## src/rtl/otp_seq_pkg.sv

```systemverilog
package otp_seq_pkg;
    typedef enum logic [1:0] {
        ST_IDLE   = 2'd0,
        ST_ARMED  = 2'd1,
        ST_DONE   = 2'd2,
        ST_VERIFY = 2'd3
    } seq_state_e;
endpackage

```

## src/rtl/otp_fuse_chain.sv

```systemverilog
module otp_fuse_chain #(
    parameter int NUM_BLOCKS = 2,
    parameter int BLK_BITS   = 64,
    localparam int TOTAL     = NUM_BLOCKS * BLK_BITS
) (
    input  logic             clk,
    input  logic             rst_n,
    input  logic             do_shift,
    input  logic             ser_in,
    input  logic             do_verify,
    input  logic [TOTAL-1:0] sense,
    output logic [TOTAL-1:0] data,
    output logic             ser_out,
    output logic             mismatch
);
    logic [NUM_BLOCKS-1:0] link;

    for (genvar b = 0; b < NUM_BLOCKS; b++) begin : g_blk
        if (b == NUM_BLOCKS - 1) begin : g_head
            assign link[b] = ser_in;
        end else begin : g_mid
            assign link[b] = data[(b + 1) * BLK_BITS];
        end

        always_ff @(posedge clk or negedge rst_n) begin
            if (!rst_n) begin
                data[b*BLK_BITS +: BLK_BITS] <= '0;
            end else if (do_verify) begin
                // keep only the ones that did not read back
                data[b*BLK_BITS +: BLK_BITS] <= data[b*BLK_BITS +: BLK_BITS]
                                              & ~sense[b*BLK_BITS +: BLK_BITS];
            end else if (do_shift) begin
                data[b*BLK_BITS +: BLK_BITS] <= {link[b], data[b*BLK_BITS+1 +: BLK_BITS-1]};
            end
        end
    end

    assign ser_out = data[0];

    always_ff @(posedge clk or negedge rst_n) begin
        if (!rst_n) begin
            mismatch <= 1'b0;
        end else if (do_verify) begin
            mismatch <= |(~data & sense);
        end
    end
endmodule

```

## src/rtl/otp_bit_pointer.sv

```systemverilog
module otp_bit_pointer #(
    parameter int TOTAL  = 128,
    localparam int PTR_W = $clog2(TOTAL)
) (
    input  logic             clk,
    input  logic             rst_n,
    input  logic             ptr_clr,
    input  logic             fire,
    input  logic [TOTAL-1:0] data,
    output logic             ptr_last,
    output logic [TOTAL-1:0] burn_q
);
    logic [PTR_W-1:0] ptr;
    logic             cur_bit;

    assign cur_bit  = data[ptr];
    assign ptr_last = (ptr == PTR_W'(TOTAL - 1));

    always_ff @(posedge clk or negedge rst_n) begin
        if (!rst_n) begin
            ptr <= '0;
        end else if (ptr_clr) begin
            ptr <= '0;
        end else if (fire && !ptr_last) begin
            ptr <= ptr + 1'b1;
        end
    end

    for (genvar i = 0; i < TOTAL; i++) begin : g_strobe
        always_ff @(posedge clk or negedge rst_n) begin
            if (!rst_n) begin
                burn_q[i] <= 1'b0;
            end else begin
                burn_q[i] <= fire && cur_bit && (ptr == PTR_W'(i));
            end
        end
    end
endmodule

```

## src/rtl/otp_seq_fsm.sv

```systemverilog
module otp_seq_fsm
    import otp_seq_pkg::*;
(
    input  logic clk,
    input  logic rst_n,
    input  logic prog_req,
    input  logic prog_step,
    input  logic verify_go,
    input  logic shift_en,
    input  logic data_zero,
    input  logic ptr_last,
    output logic ptr_clr,
    output logic fire,
    output logic do_shift,
    output logic do_verify,
    output logic done
);
    seq_state_e state, state_nx;

    always_ff @(posedge clk or negedge rst_n) begin
        if (!rst_n) state <= ST_IDLE;
        else        state <= state_nx;
    end

    always_comb begin
        state_nx  = state;
        ptr_clr   = 1'b0;
        fire      = 1'b0;
        do_shift  = 1'b0;
        do_verify = 1'b0;
        done      = 1'b0;
        unique case (state)
            ST_IDLE: begin
                ptr_clr = 1'b1;
                if (prog_req)       state_nx = data_zero ? ST_DONE : ST_ARMED;
                else if (verify_go) state_nx = ST_VERIFY;
                else                do_shift = shift_en;
            end
            ST_ARMED: begin
                if (!prog_req) begin
                    ptr_clr  = 1'b1;
                    state_nx = ST_IDLE;
                end else if (prog_step) begin
                    fire = 1'b1;
                    if (ptr_last) state_nx = ST_DONE;
                end
            end
            ST_DONE: begin
                done = 1'b1;
                if (!prog_req) begin
                    ptr_clr  = 1'b1;
                    state_nx = ST_IDLE;
                end
            end
            ST_VERIFY: begin
                do_verify = 1'b1;
                state_nx  = ST_IDLE;
            end
            default: state_nx = ST_IDLE;
        endcase
    end
endmodule

```

## src/rtl/otp_prog_seq.sv

```systemverilog
module otp_prog_seq #(
    parameter int NUM_BLOCKS = 2,
    localparam int BLK_BITS  = 64,
    localparam int TOTAL     = NUM_BLOCKS * BLK_BITS
) (
    input  logic             clk,
    input  logic             rst_n,
    input  logic             shift_en,
    input  logic             ser_in,
    output logic             ser_out,
    input  logic             prog_req,
    input  logic             prog_step,
    output logic [TOTAL-1:0] burn_vec,
    output logic             prog_done,
    input  logic             verify_go,
    input  logic [TOTAL-1:0] sense_data,
    output logic             mismatch_err
);
    logic [TOTAL-1:0] data;
    logic ptr_clr, fire, do_shift, do_verify, ptr_last;

    otp_seq_fsm u_fsm (
        .clk(clk), .rst_n(rst_n), .prog_req(prog_req), .prog_step(prog_step),
        .verify_go(verify_go), .shift_en(shift_en), .data_zero(data == '0),
        .ptr_last(ptr_last), .ptr_clr(ptr_clr), .fire(fire),
        .do_shift(do_shift), .do_verify(do_verify), .done(prog_done)
    );

    otp_fuse_chain #(.NUM_BLOCKS(NUM_BLOCKS), .BLK_BITS(BLK_BITS)) u_chain (
        .clk(clk), .rst_n(rst_n), .do_shift(do_shift), .ser_in(ser_in),
        .do_verify(do_verify), .sense(sense_data), .data(data),
        .ser_out(ser_out), .mismatch(mismatch_err)
    );

    otp_bit_pointer #(.TOTAL(TOTAL)) u_ptr (
        .clk(clk), .rst_n(rst_n), .ptr_clr(ptr_clr), .fire(fire),
        .data(data), .ptr_last(ptr_last), .burn_q(burn_vec)
    );
endmodule

```

## config.mk

```make
export PLATFORM = sky130hd
export DESIGN_NAME = otp_prog_seq
export DESIGN_NICKNAME = d
export VERILOG_FILES = /design/src/rtl/otp_seq_pkg.sv /design/src/rtl/otp_fuse_chain.sv /design/src/rtl/otp_bit_pointer.sv /design/src/rtl/otp_seq_fsm.sv /design/src/rtl/otp_prog_seq.sv
export SDC_FILE = /design/constraint.sdc
export NUM_CORES = 1
export LEC_CHECK = 0
export ABC_AREA = 1
export BUFFER_PORTS_ARGS = -buffer_cell sky130_fd_sc_hd__buf_2
export CAP_MARGIN = 20
export CORE_ASPECT_RATIO = 0.8
export CORE_MARGIN = 8
export CORE_UTILIZATION = 40
export DETAILED_ROUTE_END_ITERATION = 8
export GPL_TIMING_DRIVEN = 1
export SLEW_MARGIN = 20
export SYNTH_ARGS = -nofsm -noshare
export SYNTH_HDL_FRONTEND = slang
export SYNTH_HIERARCHICAL = 1
export SYNTH_SLANG_ARGS = --single-unit
```

## constraint.sdc

```tcl
create_clock -name clk -period 5 [get_ports clk]
set_clock_uncertainty 0.15 [all_clocks]
set_input_delay 0.75 -clock clk [delete_from_list [all_inputs] [get_ports clk]]
set_output_delay 0.75 -clock clk [all_outputs]
set_load 0.1 [all_outputs]
```

==> results of run 1 <==
==> synth_stat cells <==
| cell | number | area share, % |
|---|---|---|
| a21oi_1 | 5 | 0.18 |
| a21oi_2 | 1 | 0.063 |
| a311oi_1 | 1 | 0.063 |
| a31oi_1 | 1 | 0.045 |
| and3_2 | 1 | 0.054 |
| buf_2 | 31 | 1.1 |
| buf_4 | 19 | 1.0 |
| buf_6 | 13 | 1.1 |
| clkbuf_1 | 29 | 0.79 |
| clkbuf_2 | 1 | 0.036 |
| dfrtp_1 | 266 | 48 |
| ha_1 | 8 | 0.72 |
| inv_1 | 208 | 5.6 |
| inv_2 | 2 | 0.054 |
| inv_4 | 1 | 0.045 |
| nand2_1 | 649 | 18 |
| nand2_2 | 2 | 0.090 |
| nand2_4 | 1 | 0.081 |
| nand3_1 | 164 | 5.9 |
| nand3_2 | 1 | 0.072 |
| nand4_1 | 2 | 0.090 |
| nor2_1 | 342 | 9.3 |
| nor2_4 | 1 | 0.081 |
| nor3_1 | 2 | 0.072 |
| o211ai_1 | 32 | 1.7 |
| o21ai_0 | 142 | 5.1 |
| o21ai_1 | 21 | 0.76 |
| o22ai_1 | 2 | 0.090 |
==> final timing paths <==
path,startpoint,endpoint,slack (ps),cells past startpoint
setup reg to reg,u_ptr/ptr[0]$_DFFE_PN0P_,u_ptr/burn_q[84]$_DFF_PN0_,1500,15
max in group asynchronous,rst_n,u_ptr/burn_q[119]$_DFF_PN0_,3580,2
hold / removal,rst_n,u_chain/data[75]$_DFFE_PN0P_,-6,1
setup / recovery,u_ptr/ptr[0]$_DFFE_PN0P_,u_ptr/burn_q[84]$_DFF_PN0_,1500,15
hold reg to reg,u_chain/mismatch$_DFFE_PN0P_,u_chain/mismatch$_DFFE_PN0P_,330,2
min in group clk,ser_in,u_chain/data[127]$_DFFE_PN0P_,300,3
==> cells in the final DEF, fill, tap and decap left out, types with 2 or more instances in the layout <==
master,n
o21ai_1,21
nor2_1,341
clkbuf_16,29
bufinv_16,5
nand2_2,2
buf_4,20
nand4_1,2
a21oi_1,5
o211ai_1,32
ha_1,7
buf_2,264
clkinv_2,7
o21ai_0,142
nand2_1,649
nand3_1,163
nor3_1,2
diode_2,2
o22ai_1,2
clkbuf_8,7
inv_1,208
dfrtp_1,265
clkbuf_1,2
clkinvlp_4,3
inv_2,2
nor2_4,2
==> stage by stage <==
step | utilization [%] | total power [mW]
2_1_floorplan | - | 3.02
3_3_place_gp | 44.8 | 3.32
3_5_place_dp | 44.8 | 3.33
4_1_cts | 47.8 | 5.67
5_1_grt | 47.9 | 5.90
6_report | 47.9 | 5.63
==> final cells by class <==
cell class	count	area, µm²
antenna	2	5.00
clock buffer	38	830
clock inverter	16	216
fill	3451	17900
inverter	211	795
multi-input combinational	1378	5870
sequential	266	6660
tap	472	591
timing repair buffer	287	1530
==> state kept, by name (all words and copies together), names as in the netlist <==
signal	cells
u_ptr/ptr	7
u_chain/data	128
u_chain/mismatch	1
u_ptr/burn_q	128
u_fsm/state	2
==> cell families after synthesis <==
family | count (synthesis)
AOI/OAI and AO/OA | 205
adders and majority gates | 8
and+or+nand+nor | 1165
buffers and inverters | 304
DFF | 266
==> critical path, cell delays in order (launching register included) <==
cell     delay, ps
dfrtp_2        400
inv_2          640
buf_4          300
nand2_1         60
nand2_1         50
nand2_1         50
o21ai_1         90
nand2_1         70
nand2_1         90
nor2_1          40
nor2_1          80
nor2_1          70
nand3_1        120
nand3_4        560
buf_4          470
nor2_1         130
==> metal layers <==
layer / wire length, µm / global-route usage (%)
met5: 0 / 0
met4: 1020 / 5.18
met3: 2640 / 3.19
met2: 20000 / 34.2
met1: 21000 / 30.9
==> where the power goes <==
part / internal (mW) / switching [mW] / leakage, nW
Sequential: 2.20 / 0.0460 / 3.71
Clock: 1.42 / 0.903 / 0.513
Combinational: 0.291 / 0.773 / 4.17
Total: 3.91 / 1.72 / 8.39
==> out/summary.md, run 1 <==
The smallest hold slack is -5.51 ps, and the horizontal die dimension is 224 µm. In this run the standard cell core region covers 0.0344 mm². Mean post-synth cell area: 7.11 µm². The run gives 1500 ps as the final critical-path setup slack. After clock tree synthesis, the clock-pin slew on the worst setup and hold paths is 60 ps. In the final design database the tool counted 2316 nets.

The number of max-slew violations in the final report was 0. The count of nets left with antenna violations once routing finished came out at 0. For the post-CTS setup repair buffer count, the log shows 0. Buffers placed on the I/O ports in this run total 265. The number of nets in the synthesized netlist is 2091. For this design the ratio of total power to cell area is 341 mW/mm². The starting density of the core came out at 40.2%. The worst pin sits at a relative slew slack of 29.3%. Relative to the synthesized area, the layout overhead comes to 19.2%.

The maximum resistive drop on vdd was 0.255 mV. Summing the areas of all compound-gate instances in the mapped netlist gives 8.07% of the synthesized area. For the number of warnings issued by yosys, the log shows 6. After Yosys synthesis, full adders, half adders and majority gates account for 0.723% of the synthesized area. Multiplexer cells account for 0% of the synthesized area. The finished layout cell area is 0.0165 mm², and the remaining global-route overflow is 0. STA classifies the critical path endpoint as a register. TritonCTS built the clock tree.

Summing the areas of all and, or, nand and nor instances in the mapped netlist gives 33.3% of the synthesized area. The final period utilization works out to 70.0%. The tools report the depth of the CTS H-tree as 1. The floorplan has 61 rows. Setup violations remaining at the end of the flow were counted as 0. The clock drives 266 sinks. Setup repair after global routing left no endpoint under its margin. For this block, the initial DRC count from the detailed router was 1200. The combined area of all synthesized cells was 0.0138 mm²; the fraction of synthesized cell area in xor and xnor cells was 0%. Along the worst path, the maximum fanout reaches 66.

In this run, synthesis produced a sequential element count of 266. The routed layout has 13200 vias. The maximum number of pins on one net before global-route repair came out at 224.

In the final layout, the share of cells above drive strength 1 is 16.1%. The first global-routing pass estimated 71400 µm of wire. After detailed routing, the number of vias per cell comes to 4.94. The post-DP HPWL is 31300 µm. The tools report the static leakage as 8.39 nW. The worst setup path is launched from a register. The number of instances in the synthesized netlist was 1948. Buffers inserted to repair hold after CTS numbered 0. The run finished, with violations left. The pin slew with the least headroom to its limit is 1060 ps. Pre-CTS setup slack: 1460 ps.

Global routing used 21.6% of the available tracks across all layers. The logs give 2670 for the non-filler instance count after layout and 0 for the post-CTS resize count. For the data arrival time at the worst-slack endpoint, the log shows 3820 ps. The TritonCTS buffer count is 29, and the worst path required time is 5320 ps. The I/O pin count was 266.

After synthesis, the largest family of logic cells by area is simple AND/OR/NAND/NOR gates. The clock root buffer master was clkbuf_16. The mean routed wirelength per cell came out at 16.7 µm.

The number of global-route vias before repair is 12700, and the post-detailed-placement cell area is 0.0154 mm². The first detailed-routing pass took 6 iterations. Die outline area: 0.0409 mm². The run gives 3 as the maximum buffer depth of the clock tree. The number of placed instances, taps included, is 2613.

The final reports fail on hold timing. The total wire length after detailed routing is 44700 µm, and the remaining design rule violation count is 0. The clock network latency to the later pin of the worst-skew pair was 570 ps; the vertical die dimension was 182 µm. Of the synthesized area, sequential elements account for 48.1%. Based on the critical path, the design can be clocked at up to 286 MHz. Final critical delay including setup and external delays: 3500 ps. The tools report the initial antenna violation count as 2.

Across the run, the number of max-cap violations was 0. The path class of the tightest hold or removal check is in -> async. The tools report the placer's final routability congestion estimate as 0.845. The synthesized netlist contains 28 unique library cells.

Count of final hold-check violations: 2. The category of the critical setup timing path is reg -> reg. Summed over all failing endpoints, the final setup total negative slack is 0 ps.
No activity file was read; power rests on OpenSTA's default activity.
==> run 2, diff against run 1 <==
--- a/config.mk
+++ b/config.mk
@@ -5,7 +5,7 @@
 export SDC_FILE = /design/constraint.sdc
 export NUM_CORES = 1
 export LEC_CHECK = 0
-export ABC_AREA = 1
+export ABC_AREA = 0
 export BUFFER_PORTS_ARGS = -buffer_cell sky130_fd_sc_hd__buf_2
 export CAP_MARGIN = 20
 export CORE_ASPECT_RATIO = 0.8
==> constraint.sdc (replaced) <==
create_clock -name clk -period 3 [get_ports clk]
set_clock_uncertainty 0.15 [all_clocks]
set_input_delay 0.45 -clock clk [delete_from_list [all_inputs] [get_ports clk]]
set_output_delay 0.45 -clock clk [all_outputs]
set_load 0.1 [all_outputs]
==> run 2 against run 1 <==
Against the previous run:
- the run now ends clean
- critical path depth down 7
- critical endpoint is now u_ptr/burn_q[74]$_DFF_PN0_
- utilization up 4.9 points
- worst setup slack worse by 1400 ps
- via count down 5.7%
- global-route usage up 4.0 points
- hold slack better by 69 ps
- combinational power rose to 5.0 times the previous value
- sequential power rose to 2.7 times the previous value
- synthesized area down 2.8%
- sequential cell count unchanged
==> out/summary.md, run 2 <==
Kind of end point of the critical path: a register. Routability-driven placement finished with a final weighted congestion of 0.963. Worst hold path class: in -> reg. Data on the critical path arrives at its endpoint at 3120 ps. The number of nets at the end of the flow is 1812.

Tracing the worst setup path back leads to its startpoint at u_ptr/ptr[1]$_DFFE_PN0P_. Remaining max-slew budget at the tightest pin: 45.4%. The logs give 3 for the maximum buffer depth of the clock tree and 570 ps for the clock network latency to the later pin of the worst-skew pair.

For this run, asynchronously set or reset flops after synthesis account for 100%. Counting flops with a built-in enable in the synthesized netlist gives 0. Commonest register cell after synthesis: dfrtp_1. Yosys instantiated no cell more often than dfrtp_1. In this run, the combinational gates consume 35.3% of the power. The run gives 53300 µm as the total wire length after detailed routing. The synthesized design devotes to its leading area cell type 49.5% of total area. The cell sitting at the root of the clock tree is a clkbuf_16. The TritonCTS buffer count is 29, and the vertical die dimension is 180 µm.

The initial antenna violation count is 4. Setup violations remaining at the end of the flow were counted as 0. In this run the remaining antenna-violating nets after routing total 0. After detailed routing, the average wire length per cell comes to 25.0 µm.

For this run, the number of Yosys warnings is 6. Entering global routing, the biggest net connects 135 pins. The final critical delay including setup and external delays was 2860 ps. The total area inside the core boundary comes to 0.0334 mm².

By count the netlist is led by dfrtp_1, nand2_1, mux2i_1, o22ai_1, nor4_1. Depth of the CTS H-tree: 1. Setup repair after global routing left no endpoint under its margin. The via density per instance was 5.85; the count of standard-cell rows was 60. For the number of max-slew violations in the final report, the log shows 0. In the routed design, unresolved DRC markers number 0. After legalization and detailed placement, the total HPWL measured 38100 µm.

Of the cells placed in the final design, the portion with a size suffix greater than 1 is 23.8%. The pin slew with the least headroom to its limit is 816 ps, and the number of detailed-route iterations in the first pass is 8. In this run the tool buffered the top-level ports with 265 buffer cells. The logs give 24.5% for the clock share of power and 0.0398 mm² for the die outline area. The run gives 7.79 nW as the static leakage.

The startpoint identified for the worst register-to-register timing path is u_ptr/ptr[1]$_DFFE_PN0P_. Once the floorplan was initialized, standard cells occupied 40.3% of the core. The critical path in this run is classified as reg -> reg. In the final timing run, aggregate negative setup slack is 0 ps. The average instance in the mapped netlist occupies 10.5 µm².

The total clock sinks is 266, and the clock transition at the registers of the reported paths is 60 ps. The run finished with clean final reports. Power comes to 15.1 mW. The internal power of the cells totals 9.01 mW.

In this run, distinct cell masters in the synthesized netlist total 45. In this run the worst path has a maximum fanout of 64. The largest registers in the layout are u_chain/data: 128 flops, u_ptr/burn_q: 128 flops, u_ptr/ptr: 7 flops. The total track usage was 25.6%; the final period utilization was 95.3%. Maximum resistive drop on vdd: 0.471 mV. The largest total area in the synthesized netlist belongs to dfrtp_1. The run gives 12400 as the total via count in the routed design. The worst setup path is launched from a register. For this run, the top clock speed supported by timing is 350 MHz.

Number of global-route vias before repair: 12400. The tools report the number of DRC markers in iteration 0 as 1378. The cell area that synthesis handed to floorplanning was 0.0135 mm².

The number of instances in the synthesized netlist was 1287. The top cell types in the final layout, fill and taps aside, are buf_2, dfrtp_1, nand2_1, mux2i_1, o22ai_1. The tools report the switching component of the power as 6.12 mW.

The floorplan step set the die width to 221 µm. Power spread over the standard cell area amounts to 857 mW/mm². At the worst endpoint, the required time is 3260 ps.

The number of register bits inferred by synthesis was 266. The I/O pin count was 266. Switching share of power: 40.4%.

After synthesis, the cell types taking the most area are dfrtp_1, mux2i_1, o22ai_1. The net count after synthesis is 1430. The first global-routing pass estimated 79100 µm of wire. Sequential elements use 49.5% of the synthesized area. The tools report the total of max-cap violations as 0.

TritonCTS built the clock tree. Sequential cells account for 40.2% of the total power. The tools report the remaining global-route overflow as 0. The count of final hold-check violations was 0; the growth of design area from synthesis to finish was 31.2%.

In this run the most critical hold path is launched from sense_data[63].
==> run 2: path summary, 6_finish.rpt <==
| kind | depth (start not counted) | to | slack, ps |
|---|---|---|---|
| max in group asynchronous | 3 | u_chain/data[11]$_DFFE_PN0P_ | 1520 |
| min in group asynchronous | 2 | u_chain/data[101]$_DFFE_PN0P_ | 340 |
| setup reg to reg | 8 | u_ptr/burn_q[74]$_DFF_PN0_ | 140 |
| hold / removal | 3 | u_chain/data[63]$_DFFE_PN0P_ | 60 |
| hold reg to reg | 1 | u_chain/mismatch$_DFFE_PN0P_ | 440 |
| setup / recovery | 8 | u_ptr/burn_q[74]$_DFF_PN0_ | 140 |
==> run 2: per-stage QoR <==
step	instances	cell area (µm²)	setup WS [ps]	util (%)	hold slack, ps
2_1_floorplan	1287	13500	380	-	4.41
3_3_place_gp	1944	15400	194	46.0	356
3_5_place_dp	1944	15400	173	46.0	363
4_1_cts	2121	17600	150	52.7	17.5
5_1_grt	2127	17700	28.8	52.8	53.4
6_report	2127	17700	140	52.8	64.0
==> run 2: area by class of cell <==
| type | count | area, µm² |
|---|---|---|
| Inverter | 73 | 274 |
| Fill cell | 2943 | 15800 |
| Clock buffer | 41 | 841 |
| Sequential cell | 266 | 6660 |
| Tap cell | 434 | 543 |
| Multi-Input combinational cell | 854 | 6060 |
| Timing Repair Buffer | 445 | 3140 |
| Clock inverter | 11 | 135 |
| Antenna cell | 3 | 7.51 |
==> run 2: cell families (layout without fill, tap and decap cells) <==
logic type / after synthesis / in the layout / share of synthesized area, %
adders and majority gates: 8 / 8 / 0.744
DFF: 266 / 266 / 49.5
and+or+nand+nor: 458 / 458 / 18.5
muxes: 178 / 178 / 15.2
xor gates and xnor gates: 4 / 4 / 0.260
buffers and inverters: 167 / 570 / 5.72
other: 0 / 3 / 0
AOI/OAI and AO/OA: 206 / 206 / 10.2
==> run 2: routing by layer <==
metal	part of all wire, %	wire, µm	vias up	track usage [%]
li1	-	-	5538	-
met1	43	22700	6138	34.9
met2	43	22800	627	36.9
met3	11	5850	132	9.17
met4	3.6	1900	2	9.54
met5	0.024	13	-	0
==> run 2: what timing repair did <==
action                                  CTS  global route
hold buffers                            125             0
endpoints found under the hold margin   200             0
resized for setup                         0             2
buffers inserted                          0             2
endpoints found under the setup margin    0            15
==> run 2: power by group through the flow <==
stage               clock (mW)  sequential [mW]  combinational [mW]
floorplan                    0             5.50                3.45
global route              3.91             6.21                5.71
detailed placement           0             6.07                4.95
global placement             0             6.06                4.88
CTS                       3.78             6.01                5.09
finish                    3.71             6.08                5.34
==> run 2: critical path: stages, from the launching register on <==
cell	delay (ps)
dfrtp_2	510
buf_12	180
mux4_2	500
mux2_2	280
o22ai_1	170
a311oi_1	80
nor4b_2	380
buf_12	310
nor3_1	100
